## config.mk

```make
export PLATFORM = sky130hd
export DESIGN_NAME = clkout_divider
export DESIGN_NICKNAME = d
export VERILOG_FILES = /design/src/rtl/clkout_pkg.sv /design/src/rtl/clkout_chain.sv /design/src/rtl/clkout_ctrl.sv /design/src/rtl/clkout_mux.sv /design/src/rtl/clkout_divider.sv
export SDC_FILE = /design/constraint.sdc
export NUM_CORES = 1
export LEC_CHECK = 0
export BUFFER_PORTS_ARGS = -buffer_cell sky130_fd_sc_hd__buf_4
export CAP_MARGIN = 30
export CORE_MARGIN = 1.5
export CORE_UTILIZATION = 35
export DETAILED_ROUTE_END_ITERATION = 6
export PLACE_DENSITY = 0.62
export SYNTH_ARGS = -nofsm -noshare
export SYNTH_HDL_FRONTEND = slang
export SYNTH_SLANG_ARGS = --single-unit
```

## constraint.sdc

```tcl
create_clock -name clk_in -period 2.5 [get_ports clk_in]
set_input_delay 0.125 -clock clk_in [delete_from_list [all_inputs] [get_ports clk_in]]
set_output_delay 0.125 -clock clk_in [all_outputs]
set_load 0.03 [all_outputs]
```

## src/rtl/clkout_pkg.sv

```systemverilog
package clkout_pkg;
  localparam int unsigned DEF_STAGES = 16;

  typedef enum logic [1:0] {
    SRC_TAP = 2'd0,
    SRC_BYP = 2'd1,
    SRC_HZ  = 2'd2
  } out_src_e;
endpackage

```

## src/rtl/clkout_chain.sv

```systemverilog
module clkout_chain #(
  parameter int unsigned STAGES = 16
) (
  input  logic              clk_in,
  input  logic              rst_n,
  input  logic              inc,
  input  logic              clr,
  output logic [STAGES-1:0] cnt
);
  for (genvar k = 0; k < STAGES; k++) begin : g_stage
    logic q;
    logic carry;
    if (k == 0) begin : g_lsb
      assign carry = inc;
    end else begin : g_upper
      assign carry = inc & (&cnt[k-1:0]);
    end
    always_ff @(posedge clk_in or negedge rst_n) begin
      if (!rst_n)      q <= 1'b0;
      else if (clr)    q <= 1'b0;
      else if (carry)  q <= ~q;
    end
    assign cnt[k] = q;
  end

  p_count_step_r2: assert property (@(posedge clk_in) disable iff (!rst_n)
    inc |=> cnt == $past(cnt) + STAGES'(1));
  p_clear_zero_r6: assert property (@(posedge clk_in) disable iff (!rst_n)
    clr |=> cnt == '0);
endmodule

```

## src/rtl/clkout_ctrl.sv

```systemverilog
module clkout_ctrl #(
  parameter int unsigned STAGES = 16,
  localparam int unsigned SEL_W = $clog2(STAGES)
) (
  input  logic              clk_in,
  input  logic              rst_n,
  input  logic              div_en,
  input  logic [SEL_W-1:0]  div_sel,
  input  logic [STAGES-1:0] cnt,
  output logic              inc,
  output logic              clr,
  output logic              tap
);
  logic             run_q;
  logic [SEL_W-1:0] sel_q;
  logic             wrap;

  assign tap  = cnt[sel_q];
  // keep counting while enabled, or while a high phase is still in flight
  assign inc  = div_en | (run_q & tap);
  assign clr  = ~inc;
  assign wrap = inc & (&cnt);

  always_ff @(posedge clk_in or negedge rst_n) begin
    if (!rst_n) begin
      run_q <= 1'b0;
      sel_q <= '0;
    end else begin
      run_q <= inc;
      if (!run_q || wrap) sel_q <= div_sel;
    end
  end

  p_sel_hold_r4: assert property (@(posedge clk_in) disable iff (!rst_n)
    (run_q && !wrap) |=> $stable(sel_q));
  p_high_completes_r5: assert property (@(posedge clk_in) disable iff (!rst_n)
    (run_q && !div_en && tap) |=> run_q);
  p_stop_low_r5: assert property (@(posedge clk_in) disable iff (!rst_n)
    $fell(run_q) |-> !tap);
  p_idle_zero_r6: assert property (@(posedge clk_in) disable iff (!rst_n)
    !run_q |-> cnt == '0);
endmodule

```

## src/rtl/clkout_mux.sv

```systemverilog
module clkout_mux
  import clkout_pkg::*;
(
  input  logic rst_n,
  input  logic clk_in,
  input  logic tap,
  input  logic byp_en,
  input  logic hz_en,
  input  logic hz_clk,
  output logic clk_out
);
  out_src_e src;

  always_comb begin
    if (hz_en)       src = SRC_HZ;
    else if (byp_en) src = SRC_BYP;
    else             src = SRC_TAP;
  end

  always_comb begin
    unique case (src)
      SRC_HZ:  clk_out = hz_clk;
      SRC_BYP: clk_out = clk_in;
      default: clk_out = tap;
    endcase
    if (!rst_n) clk_out = 1'b0;
  end
endmodule

```

## src/rtl/clkout_divider.sv

```systemverilog
module clkout_divider #(
  parameter int unsigned STAGES = clkout_pkg::DEF_STAGES,
  localparam int unsigned SEL_W = $clog2(STAGES)
) (
  input  logic             clk_in,
  input  logic             rst_n,
  input  logic [SEL_W-1:0] div_sel,
  input  logic             div_en,
  input  logic             byp_en,
  input  logic             hz_en,
  input  logic             hz_clk,
  output logic             clk_out
);
  logic [STAGES-1:0] cnt;
  logic              inc;
  logic              clr;
  logic              tap;

  clkout_chain #(.STAGES(STAGES)) u_chain (
    .clk_in (clk_in),
    .rst_n  (rst_n),
    .inc    (inc),
    .clr    (clr),
    .cnt    (cnt)
  );

  clkout_ctrl #(.STAGES(STAGES)) u_ctrl (
    .clk_in  (clk_in),
    .rst_n   (rst_n),
    .div_en  (div_en),
    .div_sel (div_sel),
    .cnt     (cnt),
    .inc     (inc),
    .clr     (clr),
    .tap     (tap)
  );

  clkout_mux u_mux (
    .rst_n   (rst_n),
    .clk_in  (clk_in),
    .tap     (tap),
    .byp_en  (byp_en),
    .hz_en   (hz_en),
    .hz_clk  (hz_clk),
    .clk_out (clk_out)
  );

  p_reset_low_r1: assert property (@(posedge clk_in)
    !rst_n |-> !clk_out);
endmodule

```

==> results.md, run 1 <==
- Routed Antenna Nets: 0
- Dpl ws: 0.363 ns
- Final setup fails: 0
- Die H: ~60 um
- Layout Utilization: between 40% and 50%
- Worst Setup Path Type: flop to output pin
- Routed wire length: around 2100 um
- Worst VDD drop: roughly 320 uV
- Pwr per Cell Area: about 530 mW/mm2
- Combinational share of power: 10.2%
- Number of synthesized flops with an enable pin: 0
- Cells after Synth: approximately 110
- Setup TNS: 0 ns
- DR pass1 iterations: 4
- Setup WS post-layout: 0.338 ns
- RSZ-0062 raised after global routing: no
- P_leak: between 0.6 and 0.7 nW
- Global Route Usage Sum: 14.9%
- Port Buf Inserts: 10
- Synth top cells by count: dfrtp_1, nor2_1, nand2_1, xor2_1, mux2i_1
- Largest net degree at the start of global routing: 24
- Req. time, crit path: 2.38 ns
- Layout Nets: about 140
- Die area: approximately 0.0035 mm2
- Synthesis-stage register bit count: 21
- Ant. Diodes: 0
- Top cell type by total area after synthesis: dfrtp_1
- Fmax: 0.463 GHz
- Total nets after synthesis: between 100 and 150
- Library cells used by synthesis: 24
- Post-detail-place hpwl: ~1500 um
- Syn_area_per_cell: approximately 10 um2
- Async SR Flop Fraction: 100%
- Total power: around 700 uW
- Least-Margin Pin Slew: 0.712 ns
- Sw Share: approximately a quarter
- Final Wtd Congestion: between 0.6 and 0.7
- Largest stage delay, worst path: between 0.5 and 0.6 ns
- Hold Crit Depth: 3
- Vias in the first global route: 849
- Synth warnings: 0
- DRT iter0 DRCs: 32
- Share of layout cells above drive strength 1: about a fifth
- Outcome: completed
- Post-DR vias/cell: about 4.7
- Internal: ~520 uW
- Wire per inst: 12.4 um
- Worst R2R Path Depth: 6
- Crit path launch type: flop
- Critical path, cell by cell: mux2i_1, mux4_2, nor2_1, o211ai_1, nand2_1, buf_4
- Hold crit path type: input port to flop
- Hold Vio Cnt, Final: 0
- Area contributors post-synth: dfrtp_1, xor2_1, mux2i_1, nor2_1, nand2_1
- Tcrit/Tclk final: 86.5%
- First-pass GRT wire length: about 3700 um
- Grt ovf: 0
- Clk slew on worst S/H paths: around 0.12 ns
- Width of the die: about 60 um
- Cell with the largest stage delay on the worst path: dfrtp_1
- CP Max Fanout: 9
- Initial core utilization: ~37%
- Synth-to-Final Area Change: 18.2%
- TritonCTS clock tree: yes
- Initial antenna violation count: 0
- CP top delay family: multiplexers
- Primary FF master, synth: dfrtp_1
- Post-cts resize count: 0
- Max-Cap Viols: 0
- Fill cells: a little over 300
- CP arrival: between 2 and 2.5 ns
- Worst Setup End Kind: output pin
- Top cell type's share of synthesized area: a little under half
- Fin. max-slew vios: 0
- Clk network pwr share: between 30% and 40%
- Most frequent cell after synthesis: dfrtp_1
- Mapped cell area: around 0.0011 mm2
- Flop pwr share: 54.3%
- Post-route DRC violation count: 0
- Psw: around 180 uW
- Core region area: about 0.0031 mm2
- Top Ports: 11
- Clk_lat worst skew: 0.41 ns
- Tmin final: about 2.2 ns
- Cell Rows: 20
- Total number of vias: around 800
- Normalized max-slew margin: 52.5%
- Number of stages on the worst setup path: 6
- Buf/Inv on CP: 1
- Sequential share of the synthesized area: about 47%
- Clock Skew: between 0.001 and 0.0015 ns
==> through the flow <==
step / hold slack (ns) / cells / instance area (um2)
2_1_floorplan: -0.171 / 107 / 1120
3_3_place_gp: 0.0305 / 156 / 1210
3_5_place_dp: 0.0361 / 157 / 1220
4_1_cts: 0.0130 / 169 / 1320
5_1_grt: 0.0196 / 169 / 1320
6_report: 0.0234 / 169 / 1320
==> layout make-up <==
class,instances,area [um2],area share [%]
Timing Repair Buffer,15,129,9.74
Clock inverter,1,5.00,0.378
Sequential cell,21,526,39.7
Inverter,2,7.51,0.567
Clock buffer,7,52.6,3.97
Multi-Input combinational cell,79,549,41.5
Tap cell,44,55.1,4.16
==> tightest hold or removal path, delay by kind of cell <==
family | cells | cell delay, ns
and+or+nand+nor | 1 | 0.11
buffers and inverters | 1 | 0.08
AOI/OAI and AO/OA | 1 | 0.08
==> path summary, 6_finish.rpt <==
kind                                 startpoint  slack [ns]                    end
max                             u_ctrl.sel_q[2]        0.34                clk_out
min in group asynchronous                 rst_n        0.12           u_ctrl.run_q
max in group asynchronous                 rst_n        2.15  u_chain.g_stage[14].q
max reg2reg                     u_ctrl.sel_q[2]        0.36   u_chain.g_stage[3].q
min                                      div_en        0.02   u_chain.g_stage[9].q
min reg2reg                u_chain.g_stage[0].q        0.57   u_chain.g_stage[0].q
==> registers in the layout, indices dropped and copies added, names as in the netlist <==
register and count:
u_ctrl.sel_q 4, u_chain.g_stage.q 16, u_ctrl.run_q 1
==> layer usage <==
layer  vias to the layer above  global-route usage, %  share of wire (%)
met2                        13                   20.1                 43
met1                       379                   18.5                 51
li1                        398                      -                  -
met3                         3                   7.21                4.0
met5                         -                      0                  0
met4                         0                   10.2                2.2
==> power groups by stage <==
stage / sequential, mW / combinational (mW) / clock [mW]
2_1_floorplan: 0.374 / 0.0545 / 0.0123
3_3_place_gp: 0.386 / 0.0615 / 0.0161
3_5_place_dp: 0.387 / 0.0660 / 0.0161
4_1_cts: 0.381 / 0.0725 / 0.261
5_1_grt: 0.385 / 0.0782 / 0.283
6_report: 0.380 / 0.0716 / 0.249
==> timing repair <==
| action | 4_1_cts | 5_1_grt |
|---|---|---|
| endpoints found under the hold margin | 25 | 0 |
| endpoints found under the setup margin | 0 | 0 |
| buffers inserted | 0 | 0 |
| hold buffers | 5 | 0 |
==> kinds of logic (layout without fill, tap and decap cells) <==
family,Yosys count,count (layout),share of synthesized area (%)
buffers and inverters,7,25,4.02
XOR/XNOR,15,15,11.7
flip-flops,21,21,46.9
multiplexers,13,13,13.2
AO/OA/AOI/OAI,6,6,5.03
AND/OR/NAND/NOR,45,45,19.1
==> placed cells by master, fill, tap and decap left out <==
master         count
a21boi_0           1
a311oi_2           1
and3_1             4
and4_1             3
buf_4             10
buf_6              1
clkbuf_4           6
clkinv_2           1
dfrtp_1           21
dlygate4sd3_1      5
inv_1              2
mux2_2             4
mux2i_1            8
mux4_2             1
nand2_1           13
nand2b_1           1
nand3_1            3
nand4_1            2
nor2_1            18
nor3b_2            1
o211ai_1           1
o21ai_0            1
o32a_1             1
o32a_2             1
xnor2_1            5
xor2_1            10
Note: power is estimated with default switching activity, not from simulation.
==> run 2: changes to the inputs <==
--- a/config.mk
+++ b/config.mk
@@ -7,8 +7,9 @@
 export LEC_CHECK = 0
 export BUFFER_PORTS_ARGS = -buffer_cell sky130_fd_sc_hd__buf_4
 export CAP_MARGIN = 30
-export CORE_MARGIN = 1.5
+export CORE_MARGIN = 2
 export CORE_UTILIZATION = 35
+export CTS_CLUSTER_DIAMETER = 60
 export DETAILED_ROUTE_END_ITERATION = 6
 export PLACE_DENSITY = 0.62
 export SYNTH_ARGS = -nofsm -noshare
==> results.md, run 2 (same netlist as run 1, synthesis figures left out) <==
- Clk network pwr share: 36.5% (+1.0 points)
- Vias in the first global route: 879 (+3.5%)
- Core region area: 0.00305 mm2 (unchanged)
- Global Route Usage Sum: 15.0% (+0.12 points)
- Setup TNS: 0 ns (unchanged)
- Internal: 520 uW (+0.65%)
- Post-detail-place hpwl: 1500 um (-0.13%)
- Largest regs: u_chain.g_stage.q: 16 flops, u_ctrl.sel_q: 4 flops, u_ctrl.run_q: 1 flops
- Hold crit path type: input port to asynchronous set/reset pin
- Flop pwr share: 53.5% (-0.8 points)
- Normalized max-slew margin: 56.4% (+3.9 points)
- DR pass1 iterations: 4 (unchanged)
- Top Ports: 11 (unchanged)
- Final instance area: 0.00133 mm2 (+0.38%)
- DRT iter0 DRCs: 26 (-19%)
- Max-Cap Viols: 0 (unchanged)
- Ant. Diodes: 0 (unchanged)
- Initial core utilization: 36.7% (unchanged)
- Largest register by flop count: u_chain.g_stage.q
- Least-Margin Pin Slew: 0.654 ns (-0.0584 ns)
- Worst VDD drop: 212 uV (-34%)
- Fmax: 0.455 GHz (-1.6%)
- First-pass GRT wire length: 3750 um (+1.1%)
- Clock Skew: 0.0210 ns (+0.0197 ns)
- Largest stage delay, worst path: 0.60 ns (+0.03 ns)
- Post-cts resize count: 0 (unchanged)
- Die H: 60.6 um (+1.7%)
- Clk slew on worst S/H paths: 0.13 ns (about the same)
- Outcome: completed
- RSZ-0062 raised after global routing: no
- CP arrival: 2.51 ns (+0.47 ns)
- Critical path, cell by cell: mux2i_1, mux4_2, nor3b_2, a311oi_2, buf_4, nor2_1
- Post-DR vias/cell: 4.75 (+1.2%)
- Layout Nets: 137 (+0.74%)
- Worst Setup Path Type: flop to flop
- Hold Vio Cnt, Final: 0 (unchanged)
- Req. time, crit path: 2.81 ns (+0.43 ns)
- Largest net degree at the start of global routing: 24 (unchanged)
- Dpl cells: 157 (unchanged)
- Total number of vias: 807 (+1.8%)
- Tmin final: 2.20 ns (+0.0345 ns)
- Max reg flops: 16 (unchanged)
- Worst Setup End Kind: flop
- Port Buf Inserts: 10 (unchanged)
- Synth-to-Final Area Change: 18.7%
- Initial antenna violation count: 0 (unchanged)
- Non-filler cells, final: 170 (+0.59%)
- Cell with the largest stage delay on the worst path: a311oi_2
- Sw Share: 27.0% (+0.67 points)
- Cell Rows: 20 (unchanged)
- Total power: 712 uW (+1.6%)
- Post-route DRC violation count: 0 (unchanged)
- Width of the die: 60.6 um (+1.7%)
- Fin Hold WS: 0.104 ns (+0.0806 ns)
- Crit path launch type: flop
- Most frequent cells in the layout: dfrtp_1, nor2_1, nand2_1, buf_4, xor2_1
- Final Wtd Congestion: 0.743 (+6.7%)
- Clk_lat worst skew: 0.44 ns (+0.03 ns)
- Tcrit/Tclk final: 87.8% (+1.4 points)
- Die area: 0.00367 mm2 (+3.4%)
- Psw: 192 uW (+4.2%)
- Grt ovf: 0 (unchanged)
- Wire per inst: 13.0 um (+4.7%)
- CP Max Fanout: 9 (unchanged)
- Final setup fails: 0 (unchanged)
- Commonest non-fill, non-tap cell in the layout: dfrtp_1
- Routed Antenna Nets: 0 (unchanged)
- Fin. max-slew vios: 0 (unchanged)
- Routed wire length: 2210 um (+5.3%)
- Pwr per Cell Area: 536 mW/mm2 (+1.2%)
- Combinational share of power: 10.0% (-0.2 points)
- Placed inst area: 0.00122 mm2 (-0.31%)
- TritonCTS clock tree: yes
- Share of layout cells above drive strength 1: 19.8% (-0.96 points)
- P_leak: 0.611 nW (about the same)
## run 2: changes by cell type in the layout (fill, tap and decap cells not counted), sizes merged
cell and delta:
clkbuf +1, clkinv -1, dlygate4sd3 +1
## run 2: cell type report
class,count,area [um2]
fillers,305,1720
multi-input cells,79,549
flip-flops and latches,21,526
repair buffers,16,135
clock buffers,8,56.3
well taps,44,55.1
inverters,2,7.51
## run 2: worst max-delay path: cells and delay by family, from the launching register on
| kind | cells | cell delay (ns) |
|---|---|---|
| flops | 1 | 0.58 |
| compound gates | 1 | 0.60 |
| buf+inv | 1 | 0.28 |
| mux | 2 | 0.51 |
| simple gates | 2 | 0.10 |
## run 2: final timing paths
check                                      from                   end  slack, ns  cells after the start
setup / recovery                u_ctrl.sel_q[2]  u_chain.g_stage[0].q       0.30                      6
hold / removal                            rst_n       u_ctrl.sel_q[0]       0.10                      2
setup reg to reg                u_ctrl.sel_q[2]  u_chain.g_stage[0].q       0.30                      6
hold reg to reg            u_chain.g_stage[0].q  u_chain.g_stage[0].q       0.56                      1
max in group asynchronous                 rst_n  u_chain.g_stage[4].q       2.14                      2
min in group clk_in                  div_sel[0]       u_ctrl.sel_q[0]       0.46                      3
## run 2: per-layer routing
metal,up-vias,share of wire [%],track usage [%]
met5,-,0,0
met4,0,1.3,10.2
met3,4,4.0,7.68
met2,13,47,21.5
met1,387,48,17.4
li1,403,-,-
## run 2: timing repair
item,CTS,global route
setup buffers,0,0
hold buffers,6,0
endpoints found under the hold margin,28,0
## run 2: metrics by stage
stage / util [%] / worst slack [ns]
after global placement: 39.7 / 0.208
after detailed placement: 40.0 / 0.308
after global routing: 43.5 / 0.0945
after CTS: 43.5 / 0.280
final: 43.5 / 0.304
after floorplan: - / 0.747
## run 2: power groups by stage
stage | clock (mW) | combinational [mW] | sequential [mW]
6_report | 0.260 | 0.0713 | 0.381
5_1_grt | 0.288 | 0.0800 | 0.384
4_1_cts | 0.271 | 0.0723 | 0.381
3_5_place_dp | 0.0161 | 0.0644 | 0.388
3_3_place_gp | 0.0161 | 0.0611 | 0.386
2_1_floorplan | 0.0123 | 0.0545 | 0.374
